**config.mk**
```make
export PLATFORM = sky130hd
export DESIGN_NAME = dsadc_sequencer
export DESIGN_NICKNAME = d
export VERILOG_FILES = /design/src/rtl/dsadc_pkg.sv /design/src/rtl/dsadc_prescaler.sv /design/src/rtl/dsadc_bcd_counter.sv /design/src/rtl/dsadc_phase_ctrl.sv /design/src/rtl/dsadc_sequencer.sv
export SDC_FILE = /design/constraint.sdc
export NUM_CORES = 1
export LEC_CHECK = 0
export CORE_UTILIZATION = 63
export CTS_BUF_LIST = sky130_fd_sc_hd__clkbuf_8
export CTS_CLUSTER_SIZE = 14
export DETAILED_ROUTE_END_ITERATION = 12
export HOLD_SLACK_MARGIN = 0.12
export PLACE_DENSITY = 0.95
export SETUP_SLACK_MARGIN = 0.2
export SKIP_LAST_GASP = 1
export SYNTH_ARGS = -nofsm -noshare
export SYNTH_HDL_FRONTEND = slang
export SYNTH_SLANG_ARGS = --single-unit
export TNS_END_PERCENT = 20
```
**constraint.sdc**
```tcl
create_clock -name clk -period 5.9 [get_ports clk]
set_clock_uncertainty 0.1 [all_clocks]
set_input_delay 1.77 -clock clk [delete_from_list [all_inputs] [get_ports clk]]
set_output_delay 1.77 -clock clk [all_outputs]
set_load 0.1 [all_outputs]
```
**src/rtl/dsadc_pkg.sv**
```systemverilog
package dsadc_pkg;

  typedef enum logic [1:0] {
    PH_AZ  = 2'd0,
    PH_SIG = 2'd1,
    PH_REF = 2'd2
  } phase_t;

  // Binary to eight BCD digits, units in the low nibble
  function automatic logic [31:0] int_to_bcd(input int unsigned v);
    logic [31:0] r;
    int unsigned t;
    r = '0;
    t = v;
    for (int i = 0; i < 8; i++) begin
      r[i*4 +: 4] = 4'(t % 10);
      t = t / 10;
    end
    return r;
  endfunction

  function automatic int unsigned bcd_to_int(input logic [31:0] b);
    int unsigned acc;
    acc = 0;
    for (int i = 7; i >= 0; i--) begin
      acc = acc * 10 + {28'd0, b[i*4 +: 4]};
    end
    return acc;
  endfunction

endpackage

```
**src/rtl/dsadc_prescaler.sv**
```systemverilog
module dsadc_prescaler #(
  parameter int PRESCALE = 4
) (
  input  logic clk,
  input  logic rst_n,
  output logic tick
);
  localparam int CW = (PRESCALE > 1) ? $clog2(PRESCALE) : 1;
  localparam logic [CW-1:0] LAST = CW'(PRESCALE - 1);

  logic [CW-1:0] cnt;

  always_ff @(posedge clk or negedge rst_n) begin
    if (!rst_n)           cnt <= '0;
    else if (cnt == LAST) cnt <= '0;
    else                  cnt <= cnt + CW'(1);
  end

  assign tick = (cnt == LAST);

  generate
    if (PRESCALE > 1) begin : g_spacing
      // ticks never come on consecutive clocks
      assert_tick_spacing_R1: assert property (@(posedge clk) disable iff (!rst_n)
        tick |=> !tick);
    end
  endgenerate

endmodule

```
**src/rtl/dsadc_bcd_counter.sv**
```systemverilog
module dsadc_bcd_counter #(
  parameter int DIGITS = 4
) (
  input  logic                  clk,
  input  logic                  rst_n,
  input  logic                  clr,
  input  logic                  inc,
  output logic [DIGITS*4-1:0]   value
);
  logic [DIGITS:0] carry;
  assign carry[0] = inc;

  generate
    for (genvar g = 0; g < DIGITS; g++) begin : g_dig
      logic [3:0] d;
      logic       wrap;
      assign wrap         = (d == 4'd9);
      assign carry[g+1]   = carry[g] && wrap;
      assign value[g*4 +: 4] = d;

      always_ff @(posedge clk or negedge rst_n) begin
        if (!rst_n)        d <= '0;
        else if (clr)      d <= '0;
        else if (carry[g]) d <= wrap ? 4'd0 : d + 4'd1;
      end

      assert_digit_range_R8: assert property (@(posedge clk) disable iff (!rst_n)
        d <= 4'd9);
    end
  endgenerate

  // the reference window ends before the top decade can roll over
  assert_no_wrap_R6: assert property (@(posedge clk) disable iff (!rst_n)
    !carry[DIGITS]);

endmodule

```
**src/rtl/dsadc_phase_ctrl.sv**
```systemverilog
module dsadc_phase_ctrl
  import dsadc_pkg::*;
#(
  parameter int SIG_COUNTS   = 1000,
  parameter int REF_MAX      = 2000,
  parameter int CYCLE_COUNTS = 4000,
  parameter int DIGITS       = 4
) (
  input  logic                clk,
  input  logic                rst_n,
  input  logic                tick,
  input  logic                cmp_hi,
  input  logic [DIGITS*4-1:0] ref_count,
  output phase_t              phase,
  output logic                pol_pos,
  output logic                sig_done,
  output logic                ref_stop_cross,
  output logic                ref_stop_ovr
);
  localparam int PW = $clog2(CYCLE_COUNTS);
  localparam logic [PW-1:0] POS_SIG_LAST = PW'(SIG_COUNTS - 1);
  localparam logic [PW-1:0] POS_CYC_LAST = PW'(CYCLE_COUNTS - 1);
  localparam logic [PW-1:0] POS_RESET    = PW'(SIG_COUNTS + REF_MAX);
  localparam logic [PW-1:0] POS_REF_LAST = PW'(SIG_COUNTS + REF_MAX - 1);
  localparam logic [31:0]   LAST32       = int_to_bcd(REF_MAX - 1);
  localparam logic [DIGITS*4-1:0] LAST_BCD = LAST32[DIGITS*4-1:0];

  logic [PW-1:0] pos;
  logic          crossed;
  logic          at_last;
  logic          az_done;
  phase_t        phase_nx;

  assign crossed        = (cmp_hi != pol_pos);
  assign at_last        = (ref_count == LAST_BCD);
  assign sig_done       = tick && (phase == PH_SIG) && (pos == POS_SIG_LAST);
  assign ref_stop_cross = tick && (phase == PH_REF) && crossed;
  assign ref_stop_ovr   = tick && (phase == PH_REF) && !crossed && at_last;
  assign az_done        = tick && (phase == PH_AZ) && (pos == POS_CYC_LAST);

  always_comb begin
    phase_nx = phase;
    if (sig_done)                            phase_nx = PH_REF;
    else if (ref_stop_cross || ref_stop_ovr) phase_nx = PH_AZ;
    else if (az_done)                        phase_nx = PH_SIG;
  end

  always_ff @(posedge clk or negedge rst_n) begin
    if (!rst_n) begin
      phase   <= PH_AZ;
      pos     <= POS_RESET;
      pol_pos <= 1'b0;
    end else begin
      phase <= phase_nx;
      if (tick) pos <= (pos == POS_CYC_LAST) ? '0 : pos + PW'(1);
      if (sig_done) pol_pos <= cmp_hi;
    end
  end

  // every signal phase starts at cycle position zero
  assert_sig_entry_R3: assert property (@(posedge clk) disable iff (!rst_n)
    (phase == PH_SIG && $past(phase) != PH_SIG) |-> pos == '0);
  // reference phase never runs past its window
  assert_ref_window_R6: assert property (@(posedge clk) disable iff (!rst_n)
    (phase == PH_REF) |-> (pos > POS_SIG_LAST && pos <= POS_REF_LAST));
  // captured sign is frozen through the reference phase
  assert_pol_hold_R4: assert property (@(posedge clk) disable iff (!rst_n)
    (phase == PH_REF && $past(phase) == PH_REF) |-> $stable(pol_pos));
  // auto-zero only occupies positions after the signal window
  assert_az_region_R7: assert property (@(posedge clk) disable iff (!rst_n)
    (phase == PH_AZ) |-> pos > POS_SIG_LAST);

endmodule

```
**src/rtl/dsadc_sequencer.sv**
```systemverilog
module dsadc_sequencer
  import dsadc_pkg::*;
#(
  parameter int PRESCALE     = 4,
  parameter int SIG_COUNTS   = 1000,
  parameter int REF_MAX      = 2000,
  parameter int CYCLE_COUNTS = 4000,
  parameter int DIGITS       = 4
) (
  input  logic                clk,
  input  logic                rst_n,
  input  logic                cmp_hi,
  output logic                az_en,
  output logic                sig_en,
  output logic                ref_en,
  output logic                ref_minus,
  output logic                res_valid,
  output logic                res_neg,
  output logic                res_ovr,
  output logic [DIGITS*4-1:0] res_bcd
);
  localparam int BW = DIGITS * 4;
  localparam logic [31:0]   MAX32   = int_to_bcd(REF_MAX);
  localparam logic [BW-1:0] MAX_BCD = MAX32[BW-1:0];

  logic          tick;
  phase_t        phase;
  logic          pol_pos;
  logic          sig_done;
  logic          ref_stop_cross;
  logic          ref_stop_ovr;
  logic          cnt_inc;
  logic [BW-1:0] ref_count;

  dsadc_prescaler #(.PRESCALE(PRESCALE)) u_pre (
    .clk(clk), .rst_n(rst_n), .tick(tick)
  );

  assign cnt_inc = tick && (phase == PH_REF) && !ref_stop_cross;

  dsadc_bcd_counter #(.DIGITS(DIGITS)) u_cnt (
    .clk(clk), .rst_n(rst_n), .clr(sig_done), .inc(cnt_inc), .value(ref_count)
  );

  dsadc_phase_ctrl #(
    .SIG_COUNTS(SIG_COUNTS), .REF_MAX(REF_MAX),
    .CYCLE_COUNTS(CYCLE_COUNTS), .DIGITS(DIGITS)
  ) u_ctl (
    .clk(clk), .rst_n(rst_n), .tick(tick), .cmp_hi(cmp_hi),
    .ref_count(ref_count), .phase(phase), .pol_pos(pol_pos),
    .sig_done(sig_done), .ref_stop_cross(ref_stop_cross),
    .ref_stop_ovr(ref_stop_ovr)
  );

  assign az_en     = (phase == PH_AZ);
  assign sig_en    = (phase == PH_SIG);
  assign ref_en    = (phase == PH_REF);
  assign ref_minus = pol_pos;

  always_ff @(posedge clk or negedge rst_n) begin
    if (!rst_n) begin
      res_valid <= 1'b0;
      res_neg   <= 1'b0;
      res_ovr   <= 1'b0;
      res_bcd   <= '0;
    end else begin
      res_valid <= ref_stop_cross || ref_stop_ovr;
      if (ref_stop_cross) begin
        res_bcd <= ref_count;
        res_ovr <= 1'b0;
        res_neg <= !pol_pos;
      end else if (ref_stop_ovr) begin
        res_bcd <= MAX_BCD;
        res_ovr <= 1'b1;
        res_neg <= !pol_pos;
      end
    end
  end

  assert_onehot_en_R7: assert property (@(posedge clk) disable iff (!rst_n)
    $onehot({az_en, sig_en, ref_en}));
  assert_valid_pulse_R9: assert property (@(posedge clk) disable iff (!rst_n)
    res_valid |=> !res_valid);
  assert_result_hold_R9: assert property (@(posedge clk) disable iff (!rst_n)
    !res_valid |-> $stable({res_bcd, res_neg, res_ovr}));
  // a result follows every end of the reference phase
  assert_valid_on_exit_R5: assert property (@(posedge clk) disable iff (!rst_n)
    ($past(ref_en) && !ref_en) |-> res_valid);
  assert_ovr_value_R6: assert property (@(posedge clk) disable iff (!rst_n)
    (res_valid && res_ovr) |-> res_bcd == MAX_BCD);

endmodule

```
Word-level counts from Yosys, hierarchy flattened
Cells that the tools add are included.

Flip-flop bits (word level): 52. Bits of input ports: 3. Output and inout bits: 23. Logic and storage cells: 75.

$add $sub $neg: 6. Equality and inequality tests: 11. Multiplexer cells: 23. Reduce and logical (&&, ||, !) cells: 23.

Operators with widths (number): 4-bit 2-to-1 mux (12); 16-bit 2-to-1 mux (2); 4-bit by 1-bit adder with 4-bit output, second input constant (4); 16-bit by 13-bit equality test with 1-bit output, second input constant (1); 4-bit equality test, second input constant (4); 12-bit by 1-bit adder with 12-bit output, second input constant (1); 12-bit by 10-bit equality test with 1-bit output, second input constant (1); 12-bit equality test, second input constant (1); 1-bit logical AND (12); 12-bit 2-to-1 mux (1); 2-bit nonzero test (5); 2-bit 2-to-1 mux (4); 2-bit equality test, second input constant (2); 1-bit 2-to-1 mux (4); 1-bit zero test (3); 3-bit nonzero test (1); 2-bit by 1-bit adder with 2-bit output, second input constant (1); 2-bit by 1-bit equality test with 1-bit output, second input constant (1); 2-bit zero test (1); 1-bit logical OR (1); 1-bit != test (1).

Depth between registers and ports, before layout
Gate-level depths: netlist of the first run.

Depth in word-level cells: 10. Mapped depth: 8. Depth with buffers taken out: 7.

Hierarchy
From an unflattened synthesis of the first run, not the netlist that was laid out.

Cells, all modules: 235. Area total of the unflattened synthesis: 2539.9 um^2.

By module, submodules not included: dsadc_bcd_counter (instances 1, cells each 98, area an instance 915.9 um^2); dsadc_phase_ctrl (instances 1, cells each 83, area an instance 857.1 um^2); dsadc_sequencer (instances 1, cells each 50, area an instance 700.7 um^2); dsadc_prescaler (instances 1, cells each 4, area an instance 66.3 um^2).

Worst setup path before layout of the first run
Ideal clock, no wire load.

Path type: reg-to-output. From: reg u_ctl.phase[1]. To: out sig_en. Arrival: 1.793 ns. Required time: 4.030 ns. Setup slack: 2.237 ns. Cell stages (with the launch flop): 2. Buffers on the path: 0. Path through: dfrtp_1 nor2b_1.

Longest elaborated chain between the ends: 1.

Ends and longest elaborated chain: start: declaration (RTL line dsadc_phase_ctrl.sv:14) `output phase_t phase,`; start signal: assignment (RTL line dsadc_phase_ctrl.sv:54) `phase <= phase_nx;`; 2-bit by 1-bit equality test with 1-bit output (RTL line dsadc_sequencer.sv:56) `assign sig_en = (phase == PH_SIG);`; end: declaration (RTL line dsadc_sequencer.sv:14) `output logic sig_en,`.

No other way between the ends.

Worst setup path after layout of the first run
Same ends and word-level chain as after synthesis.

==> results of run 1 <==
[worst reg2reg max path, delay by kind of cell, from the launching register on]
family                     cells  cell delay (ps)
and+or+nand+nor                2             1030
DFF                            1              370
AOI/OAI and AO/OA              2              410
buffers and inverters          1              160
adders and majority gates      1              420
[final cells by class]
type	count	area (sq um)	share of cell area
tap	50	62.6	0.0209
clock buffer	5	68.8	0.0229
timing repair buffer	25	245	0.0818
sequential	52	1310	0.437
inverter	11	41.3	0.0138
multi-input combinational	176	1230	0.411
clock inverter	3	38.8	0.0129
[cell usage after synthesis, types with 6 or more instances]
master   count
o21ai_0      6
nand3_1     12
xnor2_1      8
dfstp_2      7
inv_1       11
ha_1        10
mux2i_1      6
a22o_1      16
dfrtp_1     45
nor2_1      22
nor3_1       7
nand2_1     11
nor2b_1      7
a21oi_1     16
[layer usage]
metal	GRT usage	wire length [um]	up-vias	share of wire
met5	0	0	-	0
li1	-	-	944	-
met1	0.371	2440	1019	0.44
met2	0.437	2750	86	0.49
met3	0.0479	293	13	0.052
met4	0.122	110	0	0.020
[state kept, by name, indices dropped and copies added, names as in the netlist]
| signal | flops |
|---|---|
| res_bcd | 16 |
| u_ctl.pos | 12 |
| res_valid | 1 |
| res_ovr | 1 |
| u_cnt.g_dig.d | 16 |
| u_ctl.pol_pos | 1 |
| u_ctl.phase | 2 |
| res_neg | 1 |
| u_pre.cnt | 2 |
[worst paths after layout]
kind,from,to,slack (ps)
setup / recovery,u_ctl.phase[1],sig_en,1870
hold / removal,u_pre.cnt[0],u_pre.cnt[0],340
setup reg to reg,u_pre.cnt[0],res_bcd[13],3360
hold reg to reg,u_pre.cnt[0],u_pre.cnt[0],340
max in group asynchronous,rst_n,u_cnt.g_dig[3].d[1],3450
min in group asynchronous,rst_n,res_bcd[4],1570
[per-stage QoR]
step	cell area [sq um]	hold slack (ps)	cells	utilization
2_1_floorplan	2630	303	245	-
3_3_place_gp	2890	314	314	0.723
3_5_place_dp	2890	333	314	0.723
4_1_cts	3000	345	322	0.750
5_1_grt	3000	371	322	0.750
6_report	3000	338	322	0.750
[logic make-up after synthesis]
| kind of cell | share of synthesized area |
|---|---|
| AO/OA/AOI/OAI | 0.148 |
| XOR/XNOR | 0.0300 |
| adder cells (fa/ha/maj) | 0.0476 |
| buffers and inverters | 0.0319 |
| flip-flops | 0.499 |
| multiplexers | 0.0286 |
| AND/OR/NAND/NOR | 0.215 |
[power by group]
part | leakage, uW | internal [uW] | switching (uW)
logic | 0.000629 | 2.31 | 11.0
clock network | 0.0000593 | 124 | 115
registers | 0.000672 | 357 | 0.729
[layout by cell type, fill, tap and decap left out, types with 2 or more instances in the layout]
cell,count
nor4_1,4
nor2b_1,7
and3b_1,4
or3_1,3
inv_1,12
a21oi_1,16
dfstp_2,7
o21ai_0,6
xnor2_1,8
nand3_1,12
clkbuf_8,5
nand3b_1,4
a21o_1,2
nor4_4,2
dfrtp_1,45
nor3_1,7
a31oi_1,3
nor2_1,22
or3b_2,3
ha_1,10
a22o_1,16
mux2i_1,6
and3_1,4
clkdlybuf4s50_1,24
nand4_1,4
nand2_1,11
==> results.yml, run 1 <==
die:
  num_io_pins: 26
  core_area_sq_mm: 0.00400
  initial_core_util: 0.657
  die_height_um: 66.6
  die_area_sq_mm: 0.00443
  die_w_um: 66.6
  rows: 23
placement:
  port_buffers: 25
  dp_slack_ps: 1930
  place.gp.congestion: 0.841
  dp_hpwl_um: 3750
final_layout:
  fillers: 274
  final_layout_size_suffix_gt1_frac: 0.0919
  n_antenna_cell: 0
  area_delta_synth_final_pct: 14.2
  fin_nets: 284
grt:
  grt_max_degree: 53
  grt_pass1_wl_um: 9030
  grtUsageTotal: 0.276
  grt_antenna_before_repair: 0
  grt_pass1_vias: 1927
  overflow: 0
route:
  drt_iter0_drc: 172
  drc: 0
  via_per_inst: 6.40
  drt_first_pass_iters: 5
  wirelength_um: 5590
  wl_per_cell_um: 17.4
  antenna_left: 0
  num_vias: 2062
timing:
  fmax_mhz: 248
  maxSlewHeadroom: 0.263
  min_period_over_period: 0.682
  tightest_slew_ps: 1110
  setup_viol: 0
  drv_slew: 0
  fin_crit_ps: 4030
  setup_slack_ps: 1870
  rsz0062_at_grt: "no"
  timing_hold_violations_final: 0
  finalSetupTns_ps: 0
job:
  maxCapViolations: 0
clock_network:
  clock-sinks: 52
  clk_pin_slew_ps: 90
  htreeDepth: 2
  clk_latency_ps: 310
  cts_buffers: 5
  clock_tree.buffer_depth: 2
  postCtsHoldBufs: 0
  cts_setup_buffers: 0
  cts_tree: "built"
  root_buffer: "clkbuf_8"
  cts_resized: 0
yosys:
  synth_largest_area_cell: "dfrtp_1"
  synth_edf_count: 0
  synth_seq_cells: 52
  syn_nets: 258
  seq_area_frac_synth: 0.499
  synth_cells: 245
  avgSynthCellArea_sq_um: 10.7
  synth_cell_type_count: 50
  synth_ff_type: "dfrtp_1"
  async_flop_share: 1.00
  synth_area_sq_mm: 0.00263
  synth_top_cell_area_share: 0.429
  yosys-top-cells-area: "dfrtp_1 43%, dfstp_2 7.0%, a22o_1 5.3%, ha_1 4.8%, nor2_1 3.1%"
  ys_warn_count: 0
worst_setup_path:
  crit_path_max_fanout: 7
  crit_family: "buffers and inverters"
  max_stage_delay_ps: 1160
  cp-end-kind: "output port"
  crit_type: "reg2out"
  worst_ep_required_time_ps: 4030
  worst-path-buf-inv: 1
  cp-start-kind: "flop"
  arrival_ps: 2160
  r2r_cells: 6
  cp_cell_sequence: "nor2b_1, clkdlybuf4s50_1"
  critPathSlowestCell: "clkdlybuf4s50_1"
  worstSetupPathDepth: 2
power:
  pwr_density_cell_mw_per_mm2: 203
  total_power_uw: 610
  p_leak_uw: 0.00136
  peakVddDrop_v: 0.000177
min_path:
  hp-class: "reg2reg"
  hold_depth: 1
run_status:
  status: "complete, no violations"
(Power assumes the default switching activity.)
==> inputs of run 2 (changes only) <==
--- a/config.mk
+++ b/config.mk
@@ -5,12 +5,12 @@
 export SDC_FILE = /design/constraint.sdc
 export NUM_CORES = 1
 export LEC_CHECK = 0
-export CORE_UTILIZATION = 63
+export CORE_UTILIZATION = 53
 export CTS_BUF_LIST = sky130_fd_sc_hd__clkbuf_8
 export CTS_CLUSTER_SIZE = 14
 export DETAILED_ROUTE_END_ITERATION = 12
 export HOLD_SLACK_MARGIN = 0.12
-export PLACE_DENSITY = 0.95
+export PLACE_DENSITY = 0.88
 export SETUP_SLACK_MARGIN = 0.2
 export SKIP_LAST_GASP = 1
 export SYNTH_ARGS = -nofsm -noshare
==> constraint.sdc (replaced) <==
create_clock -name clk -period 3.3 [get_ports clk]
set_clock_uncertainty 0.1 [all_clocks]
set_input_delay 0.99 -clock clk [delete_from_list [all_inputs] [get_ports clk]]
set_output_delay 0.99 -clock clk [all_outputs]
set_load 0.1 [all_outputs]
==> results.yml, run 2 (synthesis results as in run 1) <==
grt:
  overflow: 0
  grt.busiest_layer: "met2"
  grt_antenna_before_repair: 0
  grtUsageTotal: 0.218
  grt_pass1_wl_um: 8740
  grt_max_degree: 28
  grt_use_met2: 0.375
  met3_usage: 0.0375
  gr-usage-met1: 0.276
  grt_pass1_vias: 1848
timing:
  maxSlewHeadroom: 0.591
  setup_viol: 0
  timing_hold_violations_final: 0
  rsz0062_at_grt: "no"
  finalSetupTns_ps: 0
  min_period_over_period: 0.807
  drv_slew: 0
  fmax_mhz: 376
  tightest_slew_ps: 614
  fin_crit_ps: 2660
final_layout:
  mostFrequentLayoutCells: "45 x dfrtp_1, 26 x buf_4, 22 x nor2_1"
  fin_cells: 343
  final_common_cell: "dfrtp_1"
  final_util: 0.628
  final_layout_size_suffix_gt1_frac: 0.185
  n_antenna_cell: 0
  reg_top3: "res_bcd x16, u_cnt.g_dig.d x16, u_ctl.pos x12"
  fin_nets: 288
  area_delta_synth_final_pct: 13.8
route:
  drt_first_pass_iters: 4
  wl_per_cell_um: 15.3
  antenna_left: 0
  via_per_inst: 5.83
  num_vias: 1998
  drt_iter0_drc: 149
  drc: 0
  wirelength_um: 5240
min_path:
  hp-class: "reg2reg"
worst_setup_path:
  arrival_ps: 2790
  cp-end-kind: "flop"
  crit_family: "simple AND/OR/NAND/NOR gates"
  max_stage_delay_ps: 480
  cp_cell_sequence: "clkdlybuf4s50_1, xnor2_1, nand4_1, or3_1, a21oi_1"
  worst_ep_required_time_ps: 3430
  crit_type: "in2reg"
  crit_path_max_fanout: 8
  critPathSlowestCell: "clkdlybuf4s50_1"
  worst-path-buf-inv: 1
  rrSetupSlack_ps: 1100
  cp-start-kind: "primary input"
clock_network:
  clk_pin_slew_ps: 80
  postCtsHoldBufs: 0
  clock-sinks: 52
  root_buffer: "clkbuf_8"
  htreeDepth: 2
  cts_setup_buffers: 0
  clk_latency_ps: 300
  cts_buffers: 5
  clock_tree.buffer_depth: 2
  cts_resized: 0
  cts_tree: "built"
die:
  core_area_sq_mm: 0.00475
  die_area_sq_mm: 0.00524
  die_w_um: 72.4
  rows: 25
  die_height_um: 72.4
  num_io_pins: 26
  initial_core_util: 0.552
job:
  maxCapViolations: 0
placement:
  port_buffers: 25
  dp.cells: 335
  place.gp.congestion: 0.833
  dp_hpwl_um: 3680
power:
  pwr_density_cell_mw_per_mm2: 342
  peakVddDrop_v: 0.000225
  total_power_uw: 1020
  p_leak_uw: 0.00142
run_status:
  status: "complete, no violations"
## run 2: layout make-up
type	count	area, sq um
fillers	390	1770
flip-flops and latches	52	1310
multi-input cells	176	1230
repair buffers	29	230
well taps	67	83.8
clock buffers	6	82.6
inverters	11	41.3
clock inverters	2	7.51
## run 2: where the power goes
part	internal [uW]	switching [uW]
combinational	6.26	20.0
sequential	638	1.16
clock	165	190
## run 2: layer usage
metal  vias to the layer above  wire (um)
li1                        956          -
met1                       971       2370
met2                        61       2550
met3                        10        227
met4                         0         97
met5                         -          0
## run 2: stage by stage
step / hold WS (ps) / instance area [sq um] / setup slack, ps
final: 337 / 2990 / 638
after global routing: 379 / 2990 / 539
after floorplan: 303 / 2630 / 417
after detailed placement: 323 / 2900 / 351
after global placement: 314 / 2900 / 398
after CTS: 338 / 2990 / 668
## run 2: worst paths after layout
path                              start                  end  depth (start not counted)
max                              cmp_hi  u_cnt.g_dig[2].d[0]                          5
min                        u_pre.cnt[0]         u_pre.cnt[0]                          1
max reg2reg                u_pre.cnt[0]          res_bcd[13]                          6
min reg2reg                u_pre.cnt[0]         u_pre.cnt[0]                          1
max in group asynchronous         rst_n         u_ctl.pos[8]                          2
min in group asynchronous         rst_n           res_bcd[5]                          1
## run 2: worst register-to-register path: stages (launching register included)
cell and delay, ps:
dfrtp_1 390, ha_1 340, and3b_1 280, and4_1 220, a31oi_4 480, inv_1 120, a2bb2oi_1 160
